## src/rtl/vid_pkt_filter_pkg.sv

```systemverilog
package vid_pkt_filter_pkg;
  typedef enum logic [1:0] {
    ST_IDLE = 2'd0,
    ST_PASS = 2'd1,
    ST_DROP = 2'd2
  } flt_state_e;
endpackage

```

## src/rtl/vid_pkt_fsm.sv

```systemverilog
module vid_pkt_fsm
  import vid_pkt_filter_pkg::*;
#(
  parameter int DATA_W = 24
) (
  input  logic              clk_i,
  input  logic              rst_ni,
  input  logic              acc_i,
  input  logic [DATA_W-1:0] data_i,
  input  logic              sop_i,
  input  logic              eop_i,
  output flt_state_e        st_d_o,
  output logic              pix_o,
  output logic              pix_sop_o
);
  flt_state_e st_q, st_d;
  logic first_q, first_d;

  always_comb begin
    st_d    = st_q;
    first_d = first_q;
    pix_o   = 1'b0;
    if (acc_i) begin
      if (sop_i) begin
        // type beat: never forwarded
        if (eop_i)             st_d = ST_IDLE;
        else if (data_i == '0) begin st_d = ST_PASS; first_d = 1'b1; end
        else                   st_d = ST_DROP;
      end else begin
        unique case (st_q)
          ST_PASS: begin
            pix_o   = 1'b1;
            first_d = 1'b0;
            if (eop_i) st_d = ST_IDLE;
          end
          ST_DROP: if (eop_i) st_d = ST_IDLE;
          default: ;
        endcase
      end
    end
  end

  always_ff @(posedge clk_i or negedge rst_ni) begin
    if (!rst_ni) begin
      st_q    <= ST_IDLE;
      first_q <= 1'b0;
    end else begin
      st_q    <= st_d;
      first_q <= first_d;
    end
  end

  assign st_d_o    = st_d;
  assign pix_sop_o = first_q;
endmodule

```

## src/rtl/vid_pkt_skid.sv

```systemverilog
module vid_pkt_skid #(
  parameter int BEAT_W = 26
) (
  input  logic              clk_i,
  input  logic              rst_ni,
  input  logic              pix_i,
  input  logic [BEAT_W-1:0] beat_i,
  input  logic              out_rdy_q_i,
  output logic              full_o,
  output logic              full_d_o,
  output logic              out_valid_o,
  output logic [BEAT_W-1:0] out_beat_o
);
  logic              full_q, full_d;
  logic [BEAT_W-1:0] beat_q, beat_d;

  always_comb begin
    full_d = full_q;
    beat_d = beat_q;
    if (full_q) begin
      if (out_rdy_q_i) begin
        if (pix_i) beat_d = beat_i;  // drain and refill in one cycle
        else       full_d = 1'b0;
      end
    end else if (pix_i && !out_rdy_q_i) begin
      full_d = 1'b1;
      beat_d = beat_i;
    end
  end

  always_ff @(posedge clk_i or negedge rst_ni) begin
    if (!rst_ni) begin
      full_q <= 1'b0;
      beat_q <= '0;
    end else begin
      full_q <= full_d;
      beat_q <= beat_d;
    end
  end

  assign full_o      = full_q;
  assign full_d_o    = full_d;
  assign out_valid_o = out_rdy_q_i && (full_q || pix_i);
  assign out_beat_o  = full_q ? beat_q : beat_i;
endmodule

```

## src/rtl/vid_pkt_filter.sv

```systemverilog
module vid_pkt_filter
  import vid_pkt_filter_pkg::*;
#(
  parameter int DATA_W = 24
) (
  input  logic              clk_i,
  input  logic              rst_ni,
  input  logic [DATA_W-1:0] in_data_i,
  input  logic              in_valid_i,
  input  logic              in_sop_i,
  input  logic              in_eop_i,
  output logic              in_ready_o,
  output logic [DATA_W-1:0] out_data_o,
  output logic              out_valid_o,
  output logic              out_sop_o,
  output logic              out_eop_o,
  input  logic              out_ready_i
);
  localparam int BEAT_W = DATA_W + 2;

  logic in_rdy_q, out_rdy_q;
  logic acc, pix, pix_sop;
  logic skid_full, skid_full_d;
  flt_state_e st_d;
  logic [BEAT_W-1:0] pix_beat, out_beat;

  always_ff @(posedge clk_i or negedge rst_ni) begin
    if (!rst_ni) begin
      in_rdy_q  <= 1'b0;
      out_rdy_q <= 1'b0;
    end else begin
      in_rdy_q  <= in_ready_o;
      out_rdy_q <= out_ready_i;
    end
  end

  // a beat only counts if ready was given the cycle before
  assign acc = in_valid_i && in_rdy_q;

  vid_pkt_fsm #(.DATA_W(DATA_W)) fsm_i (
    .clk_i    (clk_i),
    .rst_ni   (rst_ni),
    .acc_i    (acc),
    .data_i   (in_data_i),
    .sop_i    (in_sop_i),
    .eop_i    (in_eop_i),
    .st_d_o   (st_d),
    .pix_o    (pix),
    .pix_sop_o(pix_sop)
  );

  assign pix_beat = {pix_sop, in_eop_i, in_data_i};

  vid_pkt_skid #(.BEAT_W(BEAT_W)) skid_i (
    .clk_i      (clk_i),
    .rst_ni     (rst_ni),
    .pix_i      (pix),
    .beat_i     (pix_beat),
    .out_rdy_q_i(out_rdy_q),
    .full_o     (skid_full),
    .full_d_o   (skid_full_d),
    .out_valid_o(out_valid_o),
    .out_beat_o (out_beat)
  );

  // next beat can only stall if it is a pixel that finds a full skid and no output slot
  assign in_ready_o = (st_d != ST_PASS) || out_ready_i || !skid_full_d;

  assign out_sop_o  = out_beat[BEAT_W-1];
  assign out_eop_o  = out_beat[BEAT_W-2];
  assign out_data_o = out_beat[DATA_W-1:0];
endmodule

```

## config.mk

```make
export PLATFORM = sky130hd
export DESIGN_NAME = vid_pkt_filter
export DESIGN_NICKNAME = d
export VERILOG_FILES = /design/src/rtl/vid_pkt_filter_pkg.sv /design/src/rtl/vid_pkt_fsm.sv /design/src/rtl/vid_pkt_skid.sv /design/src/rtl/vid_pkt_filter.sv
export SDC_FILE = /design/constraint.sdc
export NUM_CORES = 1
export LEC_CHECK = 0
export CORE_MARGIN = 3
export CORE_UTILIZATION = 49
export CTS_CLUSTER_DIAMETER = 120
export CTS_CLUSTER_SIZE = 24
export DETAILED_ROUTE_END_ITERATION = 16
export PLACE_DENSITY = 0.95
export SYNTH_ARGS = -nofsm -noshare
export SYNTH_HDL_FRONTEND = slang
export SYNTH_SLANG_ARGS = --single-unit
export TNS_END_PERCENT = 30
```

## constraint.sdc

```tcl
create_clock -name clk_i -period 2.6 [get_ports clk_i]
set_input_delay 0.39 -clock clk_i [delete_from_list [all_inputs] [get_ports clk_i]]
set_output_delay 0.39 -clock clk_i [all_outputs]
set_load 0.05 [all_outputs]
```

==> flow_metrics.py, run 1 <==
metrics = {
    "outcome": {
        "status": "completed",
    },
    "global_route": {
        "grt_pass1_wl_mm": 6.41,
        "grt_pass1_vias": 1304,
        "track_usage_pct": 19.9,
        "globalRouteOverflowTotal": 0,
        "grt_antenna_before_repair": 0,
        "grt_max_degree": 33,
    },
    "timing": {
        "fin_crit_sh_pct": 96.2,
        "fin_skew_ns": 0.00877,
        "worstMarginPinSlew_ns": 0.584,
        "finalWorstSetupSlack_ns": 0.0991,
        "slew_viol_final": 0,
        "final.hold.worst_slack_ns": 0.453,
        "fmax_ghz": 0.400,
        "relSlewSlack_pct": 61.1,
        "hold_violations": 0,
        "fin_crit_ns": 2.50,
        "finalSetupViolations": 0,
    },
    "worst_setup_path": {
        "cp.required_ns": 2.21,
        "max_stage_delay_ns": 0.46,
        "cp_max_fo": 3,
        "r2r_slack_ns": 0.73,
        "start_kind": "input port",
        "worstReg2RegEnd": "skid_i.beat_q[14]$_DFFE_PN0P_",
        "crit_path_end_kind": "output port",
        "r2r_cells": 5,
        "crit_path_start": "in_data_i[10]",
        "crit_slowest_cell": "clkdlybuf4s50_1",
        "endpoint": "in_ready_o",
        "path_cells": "clkdlybuf4s50_1, nor4_2, nand4_1, o32ai_2, nand4b_1, buf_4",
        "critPathKind": "input port to output port",
        "arrival_ns": 2.11,
        "reg2reg_from": "fsm_i.st_q[1]$_DFF_PN0_",
    },
    "place": {
        "port_buffers": 57,
        "post-dp-hpwl_mm": 2.90,
        "pre_cts_ws_ns": 0.0372,
        "dpl_cell_area_sq_um": 2300,
        "gp_congestion": 0.822,
    },
    "pwr": {
        "netSwitchingPower_uw": 330,
        "sw_frac_of_total_pct": 28.0,
        "ir_worst_vdd_mv": 0.345,
        "internal_power_uw": 848,
        "p_leak_uw": 0.00106,
        "p_seq_share_pct": 49.4,
        "clkPwrFrac_pct": 26.4,
        "power_density_nw_per_um2": 494,
        "p_comb_share_pct": 24.2,
    },
    "layout": {
        "syn_to_final_growth_pct": 36.3,
        "final_cell_mix": "dfrtp_1, buf_4, mux2_2, clkdlybuf4s50_1, mux2_4",
        "n_antenna_cell": 0,
        "num-fill-cells": 242,
        "final_common_cell": "dfrtp_1",
        "fin_area_sq_um": 2380,
        "final_core_util_pct": 70.3,
        "drive_above_1_share_pct": 52.7,
        "fin_nets": 213,
    },
    "die": {
        "core_sq_um": 3390,
        "io-pin-count": 58,
        "die-height_microns": 65.7,
        "die_w_microns": 65.7,
        "rows": 21,
        "start_util_pct": 51.6,
        "die-area_sq_um": 4320,
    },
    "clock_network": {
        "cts_tree": "built",
        "clk_latency_ns": 0.32,
        "clock_path_buffers": 2,
        "cts.reportedPaths.clkPinSlew_ns": 0.10,
        "cts_buffers": 5,
        "cts_sinks": 32,
        "root_buffer": "clkbuf_4",
        "cts_max_level": 2,
    },
    "drt": {
        "drc": 0,
        "drt-pass1-iter-count": 4,
        "drt-wirelength-per-cell_microns": 17.8,
        "vias": 1218,
        "antenna_left": 0,
        "post_drt_via_cell_ratio": 5.34,
        "drt_iter0_markers": 23,
        "drt-total-wl_mm": 4.05,
    },
    "run": {
        "cap_violations": 0,
    },
    "logic_synthesis": {
        "synth.avg_cell_area_sq_um": 14.7,
        "ys_ff_latch": 32,
        "syn-num-nets": 150,
        "synthCells": 119,
        "seq_area_frac_synth_pct": 45.8,
        "netlist-cell-type-count": 24,
        "netlist_area_sq_um": 1750,
        "yosys_warnings": 0,
    },
    "hold_path": {
        "hold_path_class": "input port to async pin",
    },
}
-- power groups by stage --
stage               logic (uW)  registers [uW]  clock network (uW)
floorplan                  171             579                   0
CTS                        287             581                 319
detailed placement         283             590                   0
global route               302             588                 342
global placement           276             584                   0
finish                     285             582                 311
-- kinds of logic (layout without fill, tap and decap cells) --
family,Yosys count,after routing,synth area share [%]
buf+inv,9,72,3.36
simple gates,17,17,7.73
compound gates,7,7,3.08
xor+xnor,1,1,1.57
flops,32,32,45.8
fa+ha+maj,1,1,0.715
mux,52,52,37.8
-- final cells by class --
type	count	area [sq um]	share of cell area [%]
Tap cell	46	57.6	2.41
Multi-Input combinational cell	78	902	37.8
Timing Repair Buffer	61	543	22.8
Inverter	4	15.0	0.630
Sequential cell	32	801	33.6
Clock buffer	7	65.1	2.73
-- metrics by stage --
step / std cells / total power (uW) / setup TNS [ns]
after floorplan: 119 / 750 / 0
after global placement: 220 / 860 / 0
after detailed placement: 220 / 873 / 0
after CTS: 227 / 1190 / 0
after global routing: 228 / 1230 / -0.0123
final: 228 / 1180 / 0
-- critical path, delay by kind of cell --
family                 cells  cell delay (ns)
AND/OR/NAND/NOR            3             0.70
buffers and inverters      2             0.68
AO/OA/AOI/OAI              1             0.33
-- synth_stat cells, drive strengths merged --
cell type | count | area [sq um]
nor4 | 6 | 37.5
nand4b | 2 | 32.5
inv | 4 | 15.0
o21ai | 2 | 10.0
nand4 | 1 | 6.26
nand2b | 2 | 12.5
mux2 | 52 | 661
dfrtp | 32 | 801
xor2 | 1 | 27.5
buf | 5 | 43.8
o31ai | 1 | 7.51
or3 | 1 | 11.3
nor2 | 2 | 23.8
ha | 1 | 12.5
o32ai | 1 | 16.3
a21boi | 2 | 15.0
a21oi | 1 | 5.00
nand2 | 3 | 11.3
-- how the worst min path moves through the flow --
stage,endpoint,slack (ns),cells past startpoint
2_1_floorplan,fsm_i.pix_sop_o$_DFFE_PN0P_,0.09,0
3_3_place_gp,skid_i.beat_q[12]$_DFFE_PN0P_,0.47,1
3_5_place_dp,skid_i.beat_q[10]$_DFFE_PN0P_,0.48,1
4_1_cts,skid_i.beat_q[8]$_DFFE_PN0P_,0.47,2
5_1_grt,skid_i.beat_q[21]$_DFFE_PN0P_,0.47,2
6_report,skid_i.beat_q[8]$_DFFE_PN0P_,0.45,2
-- per-layer routing --
metal / global-route usage, % / vias up / part of all wire (%)
met4: 6.99 / 0 / 0.67
met5: 0 / - / 0
met3: 4.27 / 2 / 4.9
met1: 24.8 / 604 / 43
li1: - / 571 / -
met2: 33.9 / 41 / 51
-- flip-flops by register name, summed over array words and instances, names as in the netlist --
name,flops
fsm_i.st_q,2
out_rdy_q,1
skid_i.full_o,1
skid_i.beat_q,26
in_rdy_q,1
fsm_i.pix_sop_o,1
-- timing repair --
action                     in CTS  in global routing
setup endpoints to repair       0                  1
setup buffers                   0                  1
resized for setup               0                  3
hold buffers                    0                  0
No activity file was read; power rests on OpenSTA's default activity.
==> run 2, diff against run 1 <==
Settings changed: CORE_UTILIZATION 49 to 40, PLACE_DENSITY 0.95 to 0.82.
Clock period 2.6 ns to 2.8 ns, I/O delays scaled along.
==> run 2 against run 1 <==
Net effect:
- sequential power down 7.2%
- non-clock buffer count down 1
- largest cell class unchanged
- combinational power down 8.4%
- global-route usage down 4.1 points
==> flow_metrics.py, run 2 (synthesized netlist as in run 1, its figures left out) <==
metrics = {
    "outcome": {
        "status": "completed",
    },
    "clock_network": {
        "postCtsSetupBuffers": 0,
        "cts_resized": 0,
        "clock_path_buffers": 2,
        "clk_latency_ns": 0.27,
        "cts_tree": "built",
        "cts.reportedPaths.clkPinSlew_ns": 0.06,
        "postCtsHoldBufs": 0,
        "cts_buffers": 5,
        "cts_max_level": 2,
        "root_buffer": "clkbuf_8",
        "cts_sinks": 32,
    },
    "worst_setup_path": {
        "reg2reg_from": "fsm_i.st_q[1]$_DFF_PN0_",
        "cp_max_fo": 3,
        "crit_path_end_kind": "output port",
        "worstReg2RegEnd": "skid_i.beat_q[11]$_DFFE_PN0P_",
        "arrival_ns": 2.20,
        "start_kind": "input port",
        "cp.required_ns": 2.38,
        "r2r_cells": 5,
        "r2r_slack_ns": 0.96,
        "critPathKind": "input port to output port",
    },
    "drt": {
        "drc": 0,
        "drt-wirelength-per-cell_microns": 16.5,
        "vias": 1189,
        "drt-pass1-iter-count": 4,
        "drt_iter0_markers": 75,
        "drt-total-wl_mm": 3.77,
        "antenna_left": 0,
        "post_drt_via_cell_ratio": 5.19,
    },
    "timing": {
        "setup_tns_ns": 0,
        "worstMarginPinSlew_ns": 0.588,
        "fmax_ghz": 0.382,
        "fin_crit_ns": 2.62,
        "fin_skew_ns": 0.00157,
        "slew_viol_final": 0,
        "rsz0062_at_grt": "no",
        "finalSetupViolations": 0,
        "fin_crit_sh_pct": 93.5,
        "hold_violations": 0,
        "relSlewSlack_pct": 60.8,
    },
    "global_route": {
        "track_usage_pct": 15.8,
        "grt_max_degree": 33,
        "grt_pass1_vias": 1298,
        "grt_antenna_before_repair": 0,
        "grt_pass1_wl_mm": 6.35,
        "globalRouteOverflowTotal": 0,
    },
    "die": {
        "start_util_pct": 42.5,
        "die-height_microns": 72.1,
        "io-pin-count": 58,
        "die_w_microns": 72.1,
        "die-area_sq_um": 5200,
        "rows": 23,
        "core_sq_um": 4120,
    },
    "place": {
        "post-dp-hpwl_mm": 2.85,
        "gp_congestion": 0.823,
        "dpl.cell_count": 224,
        "port_buffers": 57,
    },
    "layout": {
        "top_register": "skid_i.beat_q",
        "drive_above_1_share_pct": 50.8,
        "num-fill-cells": 327,
        "largestRegisters": "skid_i.beat_q: 26 flops, fsm_i.st_q: 2 flops",
        "n_antenna_cell": 0,
        "largest_reg_flops": 26,
        "syn_to_final_growth_pct": 34.9,
        "final_common_cell": "dfrtp_1",
        "fin_nets": 212,
        "final_cell_mix": "dfrtp_1, buf_4, mux2_2, clkdlybuf4s50_1, mux2_4",
        "layout.cells.non_filler": 229,
    },
    "pwr": {
        "p_leak_uw": 0.00105,
        "ir_worst_vdd_mv": 0.152,
        "power_density_nw_per_um2": 468,
    },
    "hold_path": {
        "hold_path_class": "flip-flop to flip-flop",
        "hold-path-endpoint": "skid_i.beat_q[10]$_DFFE_PN0P_",
        "hold_start": "skid_i.beat_q[10]$_DFFE_PN0P_",
        "hold_path_depth": 1,
    },
    "run": {
        "cap_violations": 0,
    },
}
[run 2: critical path, stage by stage]
cell and delay, ns:
clkdlybuf4s50_1 0.44, nor4_1 0.39, nand4_1 0.23, o32ai_2 0.35, nand4b_1 0.16, buf_4 0.22
[run 2: worst max-delay path by stage]
stage,start,end,slack [ns],depth (start not counted)
4_1_cts,in_data_i[19],in_ready_o,0.20,6
3_3_place_gp,in_data_i[19],in_ready_o,0.23,6
5_1_grt,in_data_i[9],in_ready_o,0.11,6
2_1_floorplan,fsm_i.st_q[1]$_DFF_PN0_,out_valid_o,0.47,4
3_5_place_dp,in_data_i[19],in_ready_o,0.20,6
6_report,in_data_i[10],in_ready_o,0.18,6
[run 2: power breakdown]
part	total, uW	internal, uW	switching (uW)
registers	540	513	27.1
logic	261	133	128
clock network	303	160	144
[run 2: routing by layer]
| metal | share of wire [%] | global-route usage (%) | wire [microns] |
|---|---|---|---|
| met4 | 0.82 | 4.80 | 31 |
| met1 | 43 | 19.9 | 1630 |
| met5 | 0 | 0 | 0 |
| met2 | 48 | 25.0 | 1800 |
| met3 | 8.2 | 6.23 | 309 |
[run 2: cell type report]
cell class                      instances  area (sq um)  area share [%]
Sequential cell                        32           801            33.9
Multi-Input combinational cell         78           890            37.7
Tap cell                               50          62.6            2.65
Timing Repair Buffer                   60           523            22.2
Inverter                                4          15.0           0.636
Clock buffer                            5          68.8            2.92
[run 2: metrics by stage]
step                instance area [sq um]  hold WS (ns)  utilization [%]  power (uW)  worst slack, ns
floorplan                            1750         0.124                -         697            0.471
global placement                     2290         0.462             55.7         800            0.226
detailed placement                   2290         0.471             55.7         809            0.196
CTS                                  2360         0.487             57.3        1120            0.197
global route                         2360         0.514             57.3        1170            0.111
finish                               2360         0.489             57.3        1100            0.182
==> run 3, diff against run 2 <==
Settings changed: CTS_CLUSTER_SIZE 24 to unset.
==> results of run 3 <==
No change in the layout: final DEF, timing and power equal those of run 2.
